File: src/rtl/pfd_pkg.sv
package pfd_pkg;

  // Channel indices into the sampled input vector
  localparam int CH_REF = 0;
  localparam int CH_FB  = 1;
  localparam int NUM_CH = 2;

  // Bits needed to hold values 0..n
  function automatic int cnt_bits(input int n);
    return (n < 2) ? 1 : $clog2(n + 1);
  endfunction

endpackage

File: src/rtl/pfd_edge.sv
module pfd_edge (
  input  logic clk,
  input  logic rst,
  input  logic sig_i,
  output logic rise_o
);

  logic prev_q;

  always_ff @(posedge clk) begin
    if (rst) prev_q <= 1'b0;
    else     prev_q <= sig_i;
  end

  // Low-to-high transition between two successive samples
  assign rise_o = sig_i & ~prev_q;

endmodule

File: src/rtl/pfd_core.sv
module pfd_core #(
  parameter int RST_HOLD = 2
) (
  input  logic clk,
  input  logic rst,
  input  logic rise_ref_i,
  input  logic rise_fb_i,
  output logic up_o,
  output logic dn_o,
  output logic done_o
);

  localparam int HW = pfd_pkg::cnt_bits(RST_HOLD);
  localparam logic [HW-1:0] HOLD_LAST = HW'(RST_HOLD - 1);

  logic          up_q, dn_q;
  logic [HW-1:0] hold_q;
  logic          both;

  assign both   = up_q & dn_q;
  assign done_o = both & (hold_q == HOLD_LAST);
  assign up_o   = up_q;
  assign dn_o   = dn_q;

  // Tri-state detector: edges set their flag; once both are set, the
  // flags are held for RST_HOLD clocks and then cleared together.
  always_ff @(posedge clk) begin
    if (rst) begin
      up_q   <= 1'b0;
      dn_q   <= 1'b0;
      hold_q <= '0;
    end else if (both) begin
      if (hold_q == HOLD_LAST) begin
        up_q   <= 1'b0;
        dn_q   <= 1'b0;
        hold_q <= '0;
      end else begin
        hold_q <= hold_q + 1'b1;
      end
    end else begin
      up_q <= up_q | rise_ref_i;
      dn_q <= dn_q | rise_fb_i;
    end
  end

  AST_UP_NEEDS_EDGE: assert property (@(posedge clk) disable iff (rst)
    $rose(up_q) |-> $past(rise_ref_i));
  AST_DN_NEEDS_EDGE: assert property (@(posedge clk) disable iff (rst)
    $rose(dn_q) |-> $past(rise_fb_i));
  AST_CLEAR_TOGETHER: assert property (@(posedge clk) disable iff (rst)
    $fell(up_q) |-> $fell(dn_q));

  generate
    if (RST_HOLD > 1) begin : g_hold_chk
      AST_HOLD_NOT_EARLY: assert property (@(posedge clk) disable iff (rst)
        (up_q && dn_q && hold_q == '0) |=> (up_q && dn_q));
    end
  endgenerate

endmodule

File: src/rtl/pfd_lock.sv
module pfd_lock #(
  parameter int LOCK_WIN   = 4,
  parameter int LOCK_COUNT = 4
) (
  input  logic clk,
  input  logic rst,
  input  logic cext_i,
  input  logic done_i,
  output logic ld_o
);

  localparam int RW = pfd_pkg::cnt_bits(LOCK_WIN);
  localparam int GW = pfd_pkg::cnt_bits(LOCK_COUNT);
  localparam logic [RW-1:0] WIN_V  = RW'(LOCK_WIN);
  localparam logic [GW-1:0] CNT_V  = GW'(LOCK_COUNT);
  localparam logic [GW-1:0] CNT_M1 = GW'(LOCK_COUNT - 1);

  logic [RW-1:0] run_q;
  logic [GW-1:0] good_q;
  logic          ld_q;
  logic          too_long;

  // Current high clock is beyond the allowed burst width
  assign too_long = cext_i && (run_q >= WIN_V);
  assign ld_o     = ld_q;

  always_ff @(posedge clk) begin
    if (rst) begin
      run_q  <= '0;
      good_q <= '0;
      ld_q   <= 1'b0;
    end else begin
      if (too_long) begin
        good_q <= '0;
        ld_q   <= 1'b0;
      end else if (cext_i && done_i) begin
        if (good_q < CNT_V) good_q <= good_q + 1'b1;
        if (good_q >= CNT_M1) ld_q <= 1'b1;
      end

      if (!cext_i || done_i) run_q <= '0;
      else if (run_q < WIN_V) run_q <= run_q + 1'b1;
    end
  end

  AST_LD_RISE_ON_DONE: assert property (@(posedge clk) disable iff (rst)
    $rose(ld_q) |-> $past(done_i && cext_i));
  AST_LONG_DROPS: assert property (@(posedge clk) disable iff (rst)
    (cext_i && run_q >= WIN_V) |=> !ld_q);

endmodule

File: src/rtl/pfd_lockdet.sv
module pfd_lockdet #(
  parameter int RST_HOLD   = 2,
  parameter int LOCK_WIN   = 4,
  parameter int LOCK_COUNT = 4
) (
  input  logic clk,
  input  logic rst,
  input  logic ref_div,
  input  logic fb_div,
  output logic corr_up_n,
  output logic corr_dn_n,
  output logic pulse_nand,
  output logic lock_det
);

  logic [pfd_pkg::NUM_CH-1:0] raw;
  logic [pfd_pkg::NUM_CH-1:0] rise;
  logic up, dn, done;

  assign raw[pfd_pkg::CH_REF] = ref_div;
  assign raw[pfd_pkg::CH_FB]  = fb_div;

  generate
    for (genvar ch = 0; ch < pfd_pkg::NUM_CH; ch++) begin : g_edge
      pfd_edge u_edge (
        .clk    (clk),
        .rst    (rst),
        .sig_i  (raw[ch]),
        .rise_o (rise[ch])
      );
    end
  endgenerate

  pfd_core #(.RST_HOLD(RST_HOLD)) u_core (
    .clk        (clk),
    .rst        (rst),
    .rise_ref_i (rise[pfd_pkg::CH_REF]),
    .rise_fb_i  (rise[pfd_pkg::CH_FB]),
    .up_o       (up),
    .dn_o       (dn),
    .done_o     (done)
  );

  assign corr_up_n  = ~up;
  assign corr_dn_n  = ~dn;
  assign pulse_nand = ~(corr_up_n & corr_dn_n);

  pfd_lock #(.LOCK_WIN(LOCK_WIN), .LOCK_COUNT(LOCK_COUNT)) u_lock (
    .clk    (clk),
    .rst    (rst),
    .cext_i (pulse_nand),
    .done_i (done),
    .ld_o   (lock_det)
  );

  AST_RESET_QUIET: assert property (@(posedge clk)
    rst |=> (corr_up_n && corr_dn_n && !lock_det));

endmodule

File: config.mk
export PLATFORM = sky130hd
export DESIGN_NAME = pfd_lockdet
export DESIGN_NICKNAME = d
export VERILOG_FILES = /design/src/rtl/pfd_pkg.sv /design/src/rtl/pfd_edge.sv /design/src/rtl/pfd_core.sv /design/src/rtl/pfd_lock.sv /design/src/rtl/pfd_lockdet.sv
export SDC_FILE = /design/constraint.sdc
export NUM_CORES = 1
export LEC_CHECK = 0
export ABC_CLOCK_PERIOD_IN_PS = 1360
export BUFFER_PORTS_ARGS = -buffer_cell sky130_fd_sc_hd__buf_2
export CAP_MARGIN = 20
export CORE_MARGIN = 5
export CORE_UTILIZATION = 30
export DETAILED_ROUTE_END_ITERATION = 10
export GPL_TIMING_DRIVEN = 0
export MAX_ROUTING_LAYER = met4
export PLACE_DENSITY = 0.48
export SLEW_MARGIN = 0
export SYNTH_ARGS = -nofsm -noshare
export SYNTH_HDL_FRONTEND = slang
export SYNTH_SLANG_ARGS = --single-unit
export TNS_END_PERCENT = 20
File: constraint.sdc
create_clock -name clk -period 1.36 [get_ports clk]
set_input_delay 0.272 -clock clk [delete_from_list [all_inputs] [get_ports clk]]
set_output_delay 0.272 -clock clk [all_outputs]
set_load 0.01 [all_outputs]
==> results of run 1 <==
[critical path, delay by kind of cell, from the launching register on]
kind,cells,cell delay (ps)
flops,1,360
simple gates,1,270
buf+inv,1,140
[path summary, 6_finish.rpt]
path	start	end	slack, ps	depth (start not counted)
worst max-delay path	u_core.up_o	pulse_nand	50	2
worst max register to register	u_lock.good_q[0]	u_lock.ld_o	130	5
worst min register to register	u_core.hold_q[1]	u_core.hold_q[1]	450	2
worst min-delay path	ref_div	g_edge[0].u_edge.prev_q	230	2
[cell usage in the layout (no fill, tap or decap), types with 2 or more instances in the layout]
master,instances
a21oi_1,5
buf_2,7
clkbuf_4,3
dfxtp_1,10
dfxtp_2,3
ha_1,3
inv_1,6
nor2_1,6
nor2b_1,3
nor3_1,2
o21ai_0,3
xor2_1,2
[routing by layer]
layer	share of wire [%]	wire length (um)	global-route usage [%]	vias to the layer above
met5	0	0	-	-
met4	0.89	8	3.93	0
met3	6.5	58	5.16	2
met2	43	386	13.6	7
met1	49	441	10.7	176
li1	-	-	-	206
[where the power goes]
group	internal, W	leakage (nW)	switching [W]
sequential	0.000396	0.107	0.0000150
clock	0.000113	0.0150	0.000116
combinational	0.0000265	0.160	0.0000274
total	0.000536	0.282	0.000158
[cell usage after synthesis (all sizes together) (2+ instances only)]
cell / number
inv: 6
nor2: 6
nor3: 2
xor2: 2
ha: 3
dfxtp: 13
a21oi: 5
nor2b: 3
o21ai: 3
[area by class of cell]
| class | count | share of cell area (%) |
|---|---|---|
| Sequential cell | 13 | 43.4 |
| Tap cell | 17 | 3.50 |
| Timing Repair Buffer | 7 | 5.76 |
| Multi-Input combinational cell | 35 | 39.3 |
| Inverter | 6 | 3.70 |
| Clock buffer | 4 | 4.32 |
[metrics by stage]
stage          hold WS [ps]  std cells
2_1_floorplan           344         54
3_3_place_gp            434         78
3_5_place_dp            438         78
4_1_cts                 224         82
5_1_grt                 250         82
6_report                228         82
[cell families (layout without fill, tap and decap cells)]
kind of cell               after synthesis  count (layout)  share of synthesized area, %
xor gates and xnor gates                 2               2                          3.37
DFF                                     13              13                          50.1
muxes                                    1               1                          1.93
buffers and inverters                    6              17                          4.34
and+or+nand+nor                         18              18                          20.5
AOI/OAI and AO/OA                       11              11                          12.5
adders and majority gates                3               3                          7.23
[repair_timing]
action,CTS,global route
resized for setup,1,3
endpoints found under the setup margin,1,2
hold endpoints to repair,0,0
[state kept, by name, summed over array words and instances (netlist names)]
| register | flops |
|---|---|
| g_edge.u_edge.prev_q | 2 |
| u_core.dn_o | 1 |
| u_core.hold_q | 2 |
| u_core.up_o | 1 |
| u_lock.good_q | 3 |
| u_lock.ld_o | 1 |
| u_lock.run_q | 3 |
==> out/results.ini, run 1 <==
[run_status]
run_status = finished clean

[clock_network]
holdBufCountCts = 0
cts_tree = yes
cts.htree.levels = 1
cts_setup_buffers = 0
worst_skew_pair.late_latency_ps = 270
clock-sinks = 13
clockBufferDepth = 2
cts_root_buf = clkbuf_4
numCtsBuffers = 3
path_clk_slew_ps = 80

[sta]
setup_slack_ps = 49.8
rsz0062_at_grt = yes
setup_viol = 0
worst_pin_slew_ps = 210
slew_headroom_pct = 85.9
post-route-period-util_pct = 96.3
period_needed_ps = 1310
finalClockSkew_ps = 5.81
hold_violations = 0
timing.fmax_ghz = 0.763
fin_setup_tns_ps = 0
final_max_slew_viol_count = 0

[cells_and_area]
nNetsFinal = 73
fill_cells = 200
design_area_um2 = 608
final_util_pct = 36.0
multiInputGateArea_um2 = 239
drive_above_1_share_pct = 24.6
diodes = 0
seqCellArea_um2 = 264
areaGrowthSynthToFinish_pct = 17.1

[power_and_ir_drop]
power.density_mw_per_mm2 = 1140
irDropWorstVdd_mv = 0.565
p_leak_nw = 0.282
p_total_w = 0.000694

[synthesis]
ys_async_sr_fraction_pct = 0
ys_types = 20
synth_area_um2 = 519
yosysWarnings = 0
synth_edf_count = 0
synth_seq_cells = 13
yosysSeqAreaShare_pct = 50.1
synth_top_area_share_pct = 50.1
synth_largest_area_cell = dfxtp_1
synth.area.top_cells = dfxtp_1 50%, ha_1 7.2%, a21oi_1 4.8%
synth_area_per_cell_um2 = 9.62
syn-num-nets = 61
synth_ff_type = dfxtp_1
netlist_instances = 54

[worst_setup_path]
path_max_fanout = 7
arrival_ps = 1040
crit_path_top_delay_cell = dfxtp_2
worst_setup_path_start_kind = flop
crit_chain = or2_4, buf_2
crit_type = reg -> out
required_ps = 1090
critPathCaptureType = output port
cpPeakStageDelay_ps = 360

[place]
port_buffers = 7
placed_area_um2 = 576
hpwlAfterDp_um = 660
place.gp.congestion = 0.701
pre_cts_ws_ps = 143

[floorplanning]
io_pins = 8
row_count = 15
die_y_um = 51.6
core_mm2 = 0.00169
start_util_pct = 30.7
dieArea_mm2 = 0.00266
die_x_um = 51.6

[global_routing]
grt_pass1_wl_um = 1770
antenna_found_initial = 0
grt_max_degree = 9
grt-ovfl-total = 0
grt_pass1_vias = 382
grt_usage_pct = 9.39

[routing]
vias_per_cell = 4.77
route.detailed.drc = 0
dr.pass1.iters = 2
drt_first_iter_violations = 1
routedWlPerCell_um = 10.9
drtAntennaViolNets = 0
wl_um = 894
vias = 391

[worst_hold_path]
hold_class = in -> reg

[run]
drv_cap = 0

Power figures use the tool's default switching activity.
==> run 2: changes to the inputs <==
--- a/config.mk
+++ b/config.mk
@@ -8,12 +8,13 @@
 export ABC_CLOCK_PERIOD_IN_PS = 1360
 export BUFFER_PORTS_ARGS = -buffer_cell sky130_fd_sc_hd__buf_2
 export CAP_MARGIN = 20
+export CELL_PAD_IN_SITES_DETAIL_PLACEMENT = 0
+export CELL_PAD_IN_SITES_GLOBAL_PLACEMENT = 1
 export CORE_MARGIN = 5
 export CORE_UTILIZATION = 30
 export DETAILED_ROUTE_END_ITERATION = 10
 export GPL_TIMING_DRIVEN = 0
-export MAX_ROUTING_LAYER = met4
-export PLACE_DENSITY = 0.48
+export PLACE_DENSITY = 0.57
 export SLEW_MARGIN = 0
 export SYNTH_ARGS = -nofsm -noshare
 export SYNTH_HDL_FRONTEND = slang
==> run 2 against run 1 <==
Net effect: sequential share of layout area shrank 0.12 points; critical path type unchanged; global-route usage down 0.30 points; highest routed layer unchanged; setup slack barely moved; first-iteration DRC count increased to 3.0 times the previous value.
==> out/results.ini, run 2 (synthesis results as in run 1) <==
[run_status]
run_status = finished clean

[worst_setup_path]
crit_cells = 2
required_ps = 1090
critPathCaptureType = output port
path_max_fanout = 7
cp_num_buf_inv = 1
crit_chain = or2_4, buf_2
crit_path_top_delay_cell = dfxtp_2
cp_top_family = flip-flops
worst_setup_path_start_kind = flop
crit_type = reg -> out
setup.worst_path.start = u_core.up_o
cpPeakStageDelay_ps = 360
r2r-start = u_lock.good_q[0]
arrival_ps = 1040
reg2reg_depth = 5

[global_routing]
use_met3_pct = 3.72
grt-ovfl-total = 0
grt_usage_pct = 9.09
grt_pass1_vias = 375
use_met2_pct = 11.4
grt_pass1_wl_um = 1700
grt-busiest-layer = met1
grt_max_degree = 9
use_met1_pct = 11.6
antenna_found_initial = 0

[sta]
post-route-period-util_pct = 96.3
fin_setup_tns_ps = 0
rsz0062_at_grt = no
period_needed_ps = 1310
worst_pin_slew_ps = 207
slew_headroom_pct = 86.1
setup_slack_ps = 50.2
timing.fmax_ghz = 0.764
setup_viol = 0
finalClockSkew_ps = 3.40
final_max_slew_viol_count = 0
hold_violations = 0

[clock_network]
cts_root_buf = clkbuf_4
cts.htree.levels = 1
holdBufCountCts = 0
worst_skew_pair.late_latency_ps = 270
clock-sinks = 13
cts_setup_buffers = 0
numCtsBuffers = 3
path_clk_slew_ps = 80
clockBufferDepth = 2
cts_tree = yes

[cells_and_area]
areaGrowthSynthToFinish_pct = 16.9
drive_above_1_share_pct = 23.1
nNetsFinal = 73
reg_top3 = u_lock.good_q x3, u_lock.run_q x3
diodes = 0
layout_common_cells = 11 x dfxtp_1, 7 x buf_2, 6 x inv_1, 6 x nor2_1, 5 x a21oi_1
mostFrequentLayoutCell = dfxtp_1

[place]
place.gp.congestion = 0.696
port_buffers = 7
hpwlAfterDp_um = 686
pre_cts_ws_ps = 149

[routing]
route.detailed.drc = 0
routedWlPerCell_um = 11.4
wl_um = 935
drtAntennaViolNets = 0
vias = 395
dr.pass1.iters = 4
drt_first_iter_violations = 3
vias_per_cell = 4.82

[floorplanning]
die_x_um = 51.6
core_mm2 = 0.00169
row_count = 15
die_y_um = 51.6
dieArea_mm2 = 0.00266
start_util_pct = 30.7
io_pins = 8

[power_and_ir_drop]
irDropWorstVdd_mv = 0.386
p_leak_nw = 0.281
power.density_mw_per_mm2 = 1160

[worst_hold_path]
hold_depth = 2
min_from = fb_div
hold_class = in -> reg

[run]
drv_cap = 0

run 2: worst paths after layout:
kind,endpoint,slack (ps)
worst min register to register,u_core.hold_q[1],450
worst min-delay path,g_edge[1].u_edge.prev_q,220
worst max-delay path,pulse_nand,50
worst max register to register,u_lock.ld_o,130
run 2: layout make-up:
class	instances	area, um2
well taps	17	21.3
multi-input cells	35	239
inverters	6	22.5
flip-flops and latches	13	263
repair buffers	7	35.0
fillers	190	1080
clock buffers	4	26.3
run 2: worst reg2reg max path: stages (launching register included):
cell     delay (ps)
dfxtp_1         340
ha_1            200
ha_1            170
a211o_1         230
a21oi_1         140
nor2_1           50
run 2: timing repair:
action	4_1_cts	5_1_grt
endpoints found under the setup margin	1	1
pin swaps	0	0
gates resized for setup	1	2
run 2: power by group:
group	leakage, nW	switching [W]	internal, W	total, W
Sequential	0.107	0.0000149	0.000395	0.000410
Combinational	0.160	0.0000280	0.0000266	0.0000546
Clock	0.0150	0.000123	0.000114	0.000237
run 2: per-layer routing:
layer	share of wire (%)	up-vias	routed length [um]
met1	52	180	487
met3	5.0	2	47
li1	-	206	-
met5	0	-	0
met4	1.8	0	17
met2	41	7	383
run 2: per-stage QoR:
stage	power (W)	instances	area (um2)	hold WS, ps	util, %
final	0.000702	82	607	223	35.9
after global routing	0.000737	82	607	230	35.9
after CTS	0.000716	82	603	215	35.7
after detailed placement	0.000472	78	576	441	34.1
after global placement	0.000470	78	576	428	34.1
after floorplan	0.000447	54	519	344	-
